[config.mk]
export PLATFORM = sky130hd
export DESIGN_NAME = cmd_frame_walker
export DESIGN_NICKNAME = d
export VERILOG_FILES = /design/src/rtl/cfw_pkg.sv /design/src/rtl/cfw_len_decode.sv /design/src/rtl/cfw_ptr_unit.sv /design/src/rtl/cmd_frame_walker.sv
export SDC_FILE = /design/constraint.sdc
export NUM_CORES = 1
export LEC_CHECK = 0
export ABC_AREA = 1
export BUFFER_PORTS_ARGS = -buffer_cell sky130_fd_sc_hd__buf_2
export CAP_MARGIN = 10
export CORE_AREA = 2 2 74 94
export DETAILED_ROUTE_END_ITERATION = 16
export DIE_AREA = 0 0 76 96
export GPL_ROUTABILITY_DRIVEN = 0
export HOLD_SLACK_MARGIN = 0.12
export PLACE_DENSITY = 0.77
export REMOVE_ABC_BUFFERS = 1
export SYNTH_ARGS = -nofsm -noshare
export SYNTH_HDL_FRONTEND = slang
export SYNTH_SLANG_ARGS = --single-unit
[constraint.sdc]
create_clock -name clk -period 4.2 [get_ports clk]
set_clock_uncertainty 0.15 [all_clocks]
set_input_delay 0.63 -clock clk [delete_from_list [all_inputs] [get_ports clk]]
set_output_delay 0.63 -clock clk [all_outputs]
set_load 0.005 [all_outputs]
[src/rtl/cfw_pkg.sv]
`timescale 1ns/1ps
package cfw_pkg;

  typedef enum logic [3:0] {
    ST_IDLE,
    ST_FLAG,
    ST_TX_LEN_RD,
    ST_TX_LEN,
    ST_RX_LEN,
    ST_TXB_RD,
    ST_TXB_OUT,
    ST_VERDICT,
    ST_RSP,
    ST_FAIL_WR,
    ST_END_RD,
    ST_END_WR,
    ST_DONE
  } walk_state_e;

  typedef enum logic [1:0] {
    LEN_END,
    LEN_SKIP,
    LEN_EMPTY,
    LEN_ENTRY
  } len_kind_e;

endpackage

[src/rtl/cfw_len_decode.sv]
`timescale 1ns/1ps
module cfw_len_decode
  import cfw_pkg::*;
#(
  parameter logic [7:0] END_MARK = 8'hFE
) (
  input  logic [7:0] len_byte,
  output len_kind_e  kind
);

  always_comb begin
    if (len_byte == END_MARK)                 kind = LEN_END;
    else if (len_byte[7])                     kind = LEN_SKIP;
    else if (len_byte == 8'h00 || len_byte[6]) kind = LEN_EMPTY;
    else                                      kind = LEN_ENTRY;
  end

endmodule

[src/rtl/cfw_ptr_unit.sv]
`timescale 1ns/1ps
module cfw_ptr_unit #(
  parameter int BUF_BYTES = 64,
  parameter int PTR_W     = 8,
  parameter int LEN_W     = 6
) (
  input  logic             clk,
  input  logic             rst_n,
  input  logic             clr,
  input  logic             step,
  input  logic             skip,
  input  logic [LEN_W-1:0] skip_len,
  output logic [PTR_W-1:0] ptr,
  output logic             in_buf,
  output logic             at_tail
);

  always_ff @(posedge clk) begin
    if (!rst_n)    ptr <= '0;
    else if (clr)  ptr <= '0;
    else if (step) ptr <= ptr + PTR_W'(1);
    else if (skip) ptr <= ptr + PTR_W'(skip_len);
  end

  assign in_buf  = ptr < PTR_W'(BUF_BYTES);
  assign at_tail = ptr >= PTR_W'(BUF_BYTES - 1);

endmodule

[src/rtl/cmd_frame_walker.sv]
`timescale 1ns/1ps
module cmd_frame_walker
  import cfw_pkg::*;
#(
  parameter int         BUF_BYTES = 64,
  parameter int         NUM_CHAN  = 5,
  parameter logic [7:0] START_VAL = 8'h01,
  parameter logic [7:0] END_MARK  = 8'hFE
) (
  input  logic                          clk,
  input  logic                          rst_n,
  input  logic                          start,
  output logic                          done,
  output logic [$clog2(BUF_BYTES)-1:0]  buf_addr,
  output logic                          buf_rd,
  output logic                          buf_wr,
  output logic [7:0]                    buf_wdata,
  input  logic [7:0]                    buf_rdata,
  output logic                          req_valid,
  input  logic                          req_ready,
  output logic [7:0]                    req_data,
  output logic                          req_last,
  output logic [$clog2(NUM_CHAN)-1:0]   req_chan,
  output logic [$clog2(BUF_BYTES)-1:0]  req_rx_len,
  input  logic                          rsp_valid,
  output logic                          rsp_ready,
  input  logic [7:0]                    rsp_data,
  input  logic                          rsp_fail
);

  localparam int ADDR_W = $clog2(BUF_BYTES);
  localparam int LEN_W  = ADDR_W;
  localparam int PTR_W  = ADDR_W + 2;
  localparam int CH_W   = ADDR_W + 1;
  localparam int CS_W   = $clog2(NUM_CHAN);
  localparam logic [ADDR_W-1:0] TAIL = ADDR_W'(BUF_BYTES - 1);

  walk_state_e       st, st_nx;
  len_kind_e         kind;
  logic [PTR_W-1:0]  ptr;
  logic              in_buf, at_tail;
  logic              p_clr, p_step, p_skip;
  logic [CH_W-1:0]   chan;
  logic [LEN_W-1:0]  tx_left, rx_left;
  logic [7:0]        rx_byte;
  logic [ADDR_W-1:0] rx_at;
  logic              oob;
  logic              chan_ok;

  cfw_len_decode #(.END_MARK(END_MARK)) u_len_decode (
    .len_byte (buf_rdata),
    .kind     (kind)
  );

  cfw_ptr_unit #(.BUF_BYTES(BUF_BYTES), .PTR_W(PTR_W), .LEN_W(LEN_W)) u_ptr (
    .clk      (clk),
    .rst_n    (rst_n),
    .clr      (p_clr),
    .step     (p_step),
    .skip     (p_skip),
    .skip_len (tx_left),
    .ptr      (ptr),
    .in_buf   (in_buf),
    .at_tail  (at_tail)
  );

  assign chan_ok    = chan < CH_W'(NUM_CHAN);
  assign req_valid  = (st == ST_TXB_OUT);
  assign req_data   = oob ? 8'h00 : buf_rdata;
  assign req_last   = (tx_left == LEN_W'(1));
  assign req_chan   = chan[CS_W-1:0];
  assign req_rx_len = rx_byte[LEN_W-1:0];
  assign rsp_ready  = (st == ST_VERDICT) || (st == ST_RSP);
  assign done       = (st == ST_DONE);

  always_comb begin
    st_nx     = st;
    buf_rd    = 1'b0;
    buf_wr    = 1'b0;
    buf_addr  = ptr[ADDR_W-1:0];
    buf_wdata = 8'h00;
    p_clr     = 1'b0;
    p_step    = 1'b0;
    p_skip    = 1'b0;
    case (st)
      ST_IDLE: if (start) begin
        buf_rd   = 1'b1;
        buf_addr = TAIL;
        st_nx    = ST_FLAG;
      end
      ST_FLAG: begin
        p_clr = (buf_rdata == START_VAL);
        st_nx = (buf_rdata == START_VAL) ? ST_TX_LEN_RD : ST_DONE;
      end
      ST_TX_LEN_RD: begin
        buf_rd = 1'b1;
        if (at_tail) begin
          buf_addr = TAIL;
          st_nx    = ST_END_WR;
        end else begin
          p_step = 1'b1;
          st_nx  = ST_TX_LEN;
        end
      end
      ST_TX_LEN: begin
        case (kind)
          LEN_END:   st_nx = ST_END_RD;
          LEN_ENTRY: begin
            buf_rd = 1'b1;
            p_step = 1'b1;
            st_nx  = ST_RX_LEN;
          end
          default:   st_nx = ST_TX_LEN_RD;
        endcase
      end
      ST_RX_LEN: begin
        if (buf_rdata == END_MARK) st_nx = ST_END_RD;
        else if (!chan_ok) begin
          p_skip = 1'b1;
          st_nx  = ST_FAIL_WR;
        end else st_nx = ST_TXB_RD;
      end
      ST_TXB_RD: begin
        buf_rd = in_buf;
        st_nx  = ST_TXB_OUT;
      end
      ST_TXB_OUT: if (req_ready) begin
        p_step = 1'b1;
        st_nx  = req_last ? ST_VERDICT : ST_TXB_RD;
      end
      ST_VERDICT: if (rsp_valid) begin
        if (rsp_fail)               st_nx = ST_FAIL_WR;
        else if (rx_left == '0)     st_nx = ST_TX_LEN_RD;
        else                        st_nx = ST_RSP;
      end
      ST_RSP: if (rsp_valid) begin
        buf_wr    = in_buf;
        buf_wdata = rsp_data;
        p_step    = 1'b1;
        if (rx_left == LEN_W'(1)) st_nx = ST_TX_LEN_RD;
      end
      ST_FAIL_WR: begin
        buf_wr    = 1'b1;
        buf_addr  = rx_at;
        buf_wdata = rx_byte | 8'h80;
        st_nx     = ST_TX_LEN_RD;
      end
      ST_END_RD: begin
        buf_rd   = 1'b1;
        buf_addr = TAIL;
        st_nx    = ST_END_WR;
      end
      ST_END_WR: begin
        buf_wr    = 1'b1;
        buf_addr  = TAIL;
        buf_wdata = buf_rdata & 8'h7F;
        st_nx     = ST_DONE;
      end
      ST_DONE: st_nx = ST_IDLE;
      default: st_nx = ST_IDLE;
    endcase
  end

  always_ff @(posedge clk) begin
    if (!rst_n) begin
      st      <= ST_IDLE;
      chan    <= '0;
      tx_left <= '0;
      rx_left <= '0;
      rx_byte <= 8'h00;
      rx_at   <= '0;
      oob     <= 1'b0;
    end else begin
      st <= st_nx;
      case (st)
        ST_FLAG:    chan <= '0;
        ST_TX_LEN: begin
          if (kind == LEN_EMPTY) chan <= chan + CH_W'(1);
          if (kind == LEN_ENTRY) begin
            tx_left <= buf_rdata[LEN_W-1:0];
            rx_at   <= ptr[ADDR_W-1:0];
          end
        end
        ST_RX_LEN: if (buf_rdata != END_MARK) begin
          rx_byte <= buf_rdata;
          rx_left <= buf_rdata[LEN_W-1:0];
        end
        ST_TXB_RD:  oob <= !in_buf;
        ST_TXB_OUT: if (req_ready) tx_left <= tx_left - LEN_W'(1);
        ST_VERDICT: if (rsp_valid && !rsp_fail && rx_left == '0) chan <= chan + CH_W'(1);
        ST_RSP: if (rsp_valid) begin
          rx_left <= rx_left - LEN_W'(1);
          if (rx_left == LEN_W'(1)) chan <= chan + CH_W'(1);
        end
        ST_FAIL_WR: chan <= chan + CH_W'(1);
        default: ;
      endcase
    end
  end

endmodule

==> impl_summary.txt, run 1 <==
----------------------------------------------------
[Outcome]
  Status ... completed

[Detailed routing]
  Vias after detailed routing ... ~3800
  Post-route antenna net violation count ... 0
  Routed wire length ... 9.56 mm
  Count of TritonRoute iterations in the first routing pass ... 5
  Routed metal-1 wirelength ... 3.91 mm
  Routed length on met3 ... between 400 and 500 µm
  Highest routing layer actually used ... met4
  Routed length per instance ... 13.6 µm
  Initial drt markers ... 242
  Via density ... 5.34
  Sum of met2 wire segment lengths after detailed routing ... 4.94 mm
  DRC ... 0

[Timing]
  Setup TNS ... 0 ns
  Final critical path time including I/O delays and setup ... 3.01 ns
  Count of endpoints failing hold in the final timing report ... 0
  Fin. max-slew vios ... 0
  Final period utilization ... 0.716
  F_max ... 332 MHz
  Final setup vio count ... 0
  Relative slew margins ... 0.675
  Final worst hold slack ... 0.310 ns
  Transition at the pin with the smallest max-transition slack ... 0.487 ns
  Unrepaired setup endpoints after global routing ... false

[Power]
  Total net switching power ... 0.844 mW
  Proportion of total power due to net switching ... 0.463
  VDD IR max ... 0.232 mV
  Share of total power in the clock network ... 0.151
  Total leakage power ... 1.89 nW
  Internal power ... 0.978 mW
  Power share of the sequential group ... 0.329
  Gate power share ... 0.521
  Power density relative to cell area ... 477 mW/mm²

[Yosys]
  Leading cell types by total area after synthesis ... dfxtp_1, nand2_1, nor2_1, inv_1, a21oi_1
  Mapped Area ... 0.00345 mm²
  Cell type with the highest aggregate area in the netlist ... dfxtp_1
  YS warnings ... 0
  Most common library cells after synthesis ... nand2_1, nor2_1, inv_1, dfxtp_1, a21oi_1
  Share of flip-flops with an asynchronous set or reset after synthesis ... 0
  Flop and latch count out of synthesis ... 45
  Top FF cell, synth ... dfxtp_1
  Post-synthesis cell count ... 571
  Library cell with the highest instance count after synthesis ... nand2_1
  Number of distinct library cells after synthesis ... 37
  Mean area per synthesized cell ... 6.03 µm²
  Sequential share of the synthesized area ... 0.261
  Count of flip-flops with a built-in enable after synthesis ... 0
  Post-synth top area share ... 0.261

[Layout]
  Ratio of cells with drive above 1 in the final layout ... 0.133
  Antenna diode instance count ... 0
  Area delta synth->final ... 10.9%
  Net count of the finished layout ... 652

[Place]
  IO Port Bufs ... 58
  Detailed-placement wirelength estimate ... 7.52 mm

[Worst setup path]
  Worst R2R End ... u_ptr.ptr[6]
  Worst reg-to-reg path cell count ... 14
  CP Launch Type ... input port
  Start point of the critical path ... buf_rdata[4]
  R2r setup slk ... 1.32 ns
  Delay contributed by the slowest stage of the critical path ... 0.40 ns
  Maximum fanout encountered on the critical timing path ... 19
  Source of the worst register-to-register timing path ... st[2]
  Worst setup path class ... input port to flip-flop
  Crit path cell chain ... buf_2, nor2_1, nand2_1, nor2_1, nor3_1, nand2_2, nand3_1, ha_1, inv_1, fa_1, inv_1, nand4_1, nand3_1, xor2_1, nand2_1, a21oi_1
  Endpoint kind of the worst setup timing path ... flip-flop
  Critical path's slowest cell ... fa_1
  Number of buffers and inverters on the critical path ... 3
  Crit path required time ... 4.29 ns
  Data arrival, critical path ... 3.09 ns
  Family with the most delay on the worst path ... simple AND/OR/NAND/NOR gates

[Floorplanning]
  Initial core utilization ... 0.538
  Std-Cell Rows ... 33
  Area of the die ... 0.00730 mm²
  Die height ... 96 µm
  Horiz. Die Dim ... 76 µm
  Area of the core region ... 0.00640 mm²
  Number of top-level pins ... 59

[Min path]
  Number of cells traversed by the worst hold path ... 2
  Source of the worst hold timing path ... rx_at[4]
  Worst hold path class ... flip-flop to flip-flop
  End point of the most critical hold path ... rx_at[4]

[Clock tree]
  CTS sink cnt ... 45
  Library cell used as clock root buffer ... clkbuf_8
  CTS clock-pin slew for the worst setup and hold paths ... 0.08 ns
  Insertion delay to the later sink of the worst-skew pair ... 0.30 ns
  CTS Hold Bufs ... 0
  Number of setup buffers added after CTS ... 0
  CTS tree ... built
  Maximum root-to-sink buffer count ... 2
  H-Tree Depth ... 2
  Number of buffers created by CTS ... 5
  Post-cts sizing count ... 0

[Global routing]
  Initial antenna violation count ... 0
  Via count of the first global-routing pass ... 3633
  Largest net degree at the start of global routing ... 26
  Aggregate global-route resource usage ... 0.272
  Wire length of the first global-routing pass ... 16.2 mm
  GRT Residual Overflow ... 0

[Run]
  Number of violations of the max-capacitance limit ... 0

----------------------------------------------------
metal layers:
metal	up-vias	track usage
met1	1722	0.288
met2	98	0.539
met5	-	0
li1	1920	-
met3	23	0.0328
met4	0	0.132
cell usage in the layout (no fill, tap or decap), types with 3 or more instances in the layout:
cell type	count
nand2_2	3
o21ai_0	32
clkbuf_8	6
nor3_1	5
a31oi_1	3
nand2_1	146
nor2_1	82
a22oi_1	4
buf_2	58
nand4_1	8
xor2_1	7
o221ai_1	3
nor2_4	3
o211ai_1	4
inv_2	4
nand3_1	35
a21oi_1	44
xnor2_1	3
nand2_4	3
dfxtp_1	45
o22ai_1	6
nand3b_1	8
inv_1	79
ha_1	11
sequential cells by signal (all words and copies together), names as in the netlist:
signal / count
chan: 7
rx_byte: 7
oob: 1
u_ptr.ptr: 8
st: 4
rx_left: 6
rx_at: 6
tx_left: 6
worst min-delay path, cell delays in order (launching register included):
cell and delay [ns]:
dfxtp_1 0.30, inv_1 0.06, a21oi_1 0.06
power by group through the flow:
stage	sequential [mW]	clock, mW	combinational, mW
global placement	0.604	0	0.923
floorplan	0.583	0	0.665
CTS	0.597	0.278	0.947
finish	0.599	0.275	0.949
global route	0.612	0.290	1.09
detailed placement	0.607	0	0.938
per-stage QoR:
| step | cell area [µm²] | cells | utilization | worst slack (ns) | total power, mW |
|---|---|---|---|---|---|
| after global routing | 3820 | 705 | 0.597 | 0.781 | 1.99 |
| after global placement | 3730 | 698 | 0.583 | 1.03 | 1.53 |
| after detailed placement | 3730 | 698 | 0.583 | 0.865 | 1.54 |
| after CTS | 3820 | 705 | 0.597 | 1.18 | 1.82 |
| final | 3820 | 705 | 0.597 | 1.19 | 1.82 |
| after floorplan | 3330 | 552 | - | 1.42 | 1.25 |
kinds of logic (layout without fill, tap and decap cells):
| family | count (synthesis) | after routing | synth area share |
|---|---|---|---|
| DFF | 45 | 45 | 0.261 |
| AOI/OAI and AO/OA | 103 | 103 | 0.167 |
| and+or+nand+nor | 298 | 298 | 0.374 |
| adders and majority gates | 12 | 12 | 0.0458 |
| buffers and inverters | 103 | 150 | 0.127 |
| xor gates and xnor gates | 10 | 10 | 0.0254 |
cell type report:
cell class	instances	area [µm²]
Clock buffer	7	86.3
Timing Repair Buffer	59	298
Sequential cell	45	901
Inverter	84	318
Fill cell	668	2580
Tap cell	87	109
Multi-Input combinational cell	423	2110
how the worst max path moves through the flow:
stage | to | slack (ns) | cells past startpoint
after detailed placement | u_ptr.ptr[6] | 0.86 | 16
after CTS | u_ptr.ptr[6] | 1.18 | 16
after floorplan | u_ptr.ptr[6] | 1.42 | 15
after global placement | u_ptr.ptr[4] | 1.03 | 16
after global routing | u_ptr.ptr[6] | 0.78 | 16
final | u_ptr.ptr[6] | 1.19 | 16
(Power assumes the default switching activity.)
==> inputs of run 2 (changes only) <==
Settings changed: CORE_AREA 2 2 74 94 to 2 2 76 97, DIE_AREA 0 0 76 96 to 0 0 78 99, PLACE_DENSITY 0.77 to 0.76.
Clock period 4.2 ns to 2.55 ns, I/O delays scaled along.
==> run 2 against run 1 <==
Effect of this change:
- routed wire length increased by 4.9%
- clock power is 71% higher
- final cell count is 5.4% higher
- first-iteration DRC count rose by 5.8%
- via count up 4.9%
- largest power group unchanged
- highest routed layer unchanged
==> impl_summary.txt, run 2 (synthesis results as in run 1) <==
----------------------------------------------------
[Outcome]
  Status ... completed

[Layout]
  Antenna diode instance count ... 0
  Area delta synth->final ... 20.2%
  Final core utilization ... 0.609
  Largest registers ranked by flip-flop count ... u_ptr.ptr: 8 flops, chan: 7 flops, rx_byte: 7 flops
  Ratio of cells with drive above 1 in the final layout ... 0.210
  Non-Filler Instances ... around 740
  Most common cell after layout, fill and taps aside ... nand2_1
  Design area ... between 0.004 and 0.005 mm²
  Flip-flop count of the largest register after layout ... 8
  Most frequent cells in the layout ... nand2_1, nor2_1, inv_1
  Net count of the finished layout ... about 700
  Largest Register ... u_ptr.ptr

[Timing]
  Setup WS post-layout ... 0.125 ns
  Final setup vio count ... 0
  Transition at the pin with the smallest max-transition slack ... 0.482 ns
  Final critical path time including I/O delays and setup ... around 2.4 ns
  Final worst hold slack ... 0.267 ns
  Final period utilization ... 0.951
  F_max ... about 410 MHz
  Setup TNS ... 0 ns
  Unrepaired setup endpoints after global routing ... true
  Fin. max-slew vios ... 0
  Count of endpoints failing hold in the final timing report ... 0
  Relative slew margins ... 0.678

[Worst setup path]
  Endpoint kind of the worst setup timing path ... primary output
  Crit path required time ... 2.02 ns
  Data arrival, critical path ... 1.89 ns
  Family with the most delay on the worst path ... simple AND/OR/NAND/NOR gates
  Maximum fanout encountered on the critical timing path ... 8
  Number of buffers and inverters on the critical path ... 2
  Crit path cell chain ... buf_4, nor2_1, nand2_1, and2_1, nor3_1, a22oi_1, buf_2
  Critical path's slowest cell ... dfxtp_2
  Delay contributed by the slowest stage of the critical path ... 0.34 ns
  Worst setup path class ... flip-flop to primary output
  CP Launch Type ... flip-flop

[Detailed routing]
  DRC ... 0
  Post-route antenna net violation count ... 0
  Via density ... roughly 5.3
  Sum of met2 wire segment lengths after detailed routing ... roughly 5 mm
  Routed wire length ... 10.0 mm
  Routed length per instance ... 13.5 µm
  Count of TritonRoute iterations in the first routing pass ... 4
  Routed metal-1 wirelength ... 4.16 mm
  Vias after detailed routing ... 3947
  Initial drt markers ... between 200 and 300
  Highest routing layer actually used ... met4
  Routed length on met3 ... 440 µm

[Floorplanning]
  Initial core utilization ... 0.506
  Std-Cell Rows ... 34
  Area of the die ... 0.00772 mm²
  Area of the core region ... 0.00681 mm²
  Number of top-level pins ... 59
  Die height ... 99 µm
  Horiz. Die Dim ... roughly 80 µm

[Min path]
  Worst hold path class ... input port to flip-flop

[Clock tree]
  Insertion delay to the later sink of the worst-skew pair ... 0.32 ns
  H-Tree Depth ... 2
  Number of buffers created by CTS ... 5
  Library cell used as clock root buffer ... clkbuf_8
  CTS sink cnt ... 45
  Maximum root-to-sink buffer count ... 2
  CTS tree ... built
  CTS clock-pin slew for the worst setup and hold paths ... 0.10 ns
  CTS Hold Bufs ... 0

[Global routing]
  Initial antenna violation count ... 0
  Wire length of the first global-routing pass ... 16.7 mm
  GRT Residual Overflow ... 0
  Largest net degree at the start of global routing ... 26
  Via count of the first global-routing pass ... approximately 3800
  Aggregate global-route resource usage ... 0.263

[Power]
  Total leakage power ... 2.06 nW
  Total Power ... ~3.2 mW
  VDD IR max ... 0.388 mV
  Power density relative to cell area ... 774 mW/mm²

[Place]
  Detailed-placement wirelength estimate ... 7.79 mm
  Placed Cells ... 734
  Dpl cell area ... 0.00399 mm²
  IO Port Bufs ... just under 60
  Worst-case setup slack after placement ... -0.126 ns

[Run]
  Number of violations of the max-capacitance limit ... 0

----------------------------------------------------
[run 2: cell types whose count changed in the layout (fill, tap and decap cells not counted), sizes merged]
cell / delta
clkinvlp: +1
clkinv: +1
clkbuf: -2
buf: +34
inv: +1
[run 2: worst paths after layout]
kind,slack (ns),startpoint,endpoint,cells after the start
worst min register to register,0.31,rx_at[1],rx_at[1],2
worst max register to register,0.13,st[3],u_ptr.ptr[6],17
worst max-delay path,0.13,st[2],buf_addr[3],7
worst min-delay path,0.27,buf_rdata[6],rx_byte[6],3
[run 2: timing repair]
action,4_1_cts,5_1_grt
buffers inserted,0,1
pin swaps,0,7
setup endpoints to repair,2,10
endpoints found under the hold margin,0,0
resized for setup,2,20
[run 2: worst register-to-register path, cell delays in order, from the launching register on]
cell	delay, ns
dfxtp_1	0.33
buf_4	0.14
nor2_1	0.11
nand3_1	0.09
nand2_2	0.08
inv_1	0.04
nand2_1	0.06
inv_2	0.06
nand3_2	0.07
ha_2	0.18
inv_1	0.06
fa_2	0.37
inv_2	0.07
nand4_1	0.10
nand3_1	0.09
xor2_1	0.14
nand2_1	0.08
a21oi_2	0.14
[run 2: power breakdown]
group | switching, mW | internal [mW] | total (mW)
Combinational | 1.10 | 0.685 | 1.78
Sequential | 0.111 | 0.841 | 0.952
Clock | 0.276 | 0.195 | 0.471
[run 2: final cells by class]
cell class	count	area, µm²
clock inverters	3	21.3
multi-input cells	423	2160
fillers	668	2660
clock buffers	5	68.8
inverters	84	318
repair buffers	93	553
well taps	90	113
flip-flops and latches	45	907
[run 2: metal layers]
layer | global-route usage | vias up
li1 | - | 1997
met1 | 0.306 | 1820
met2 | 0.479 | 102
met3 | 0.0311 | 28
met4 | 0.119 | 0
met5 | 0 | -
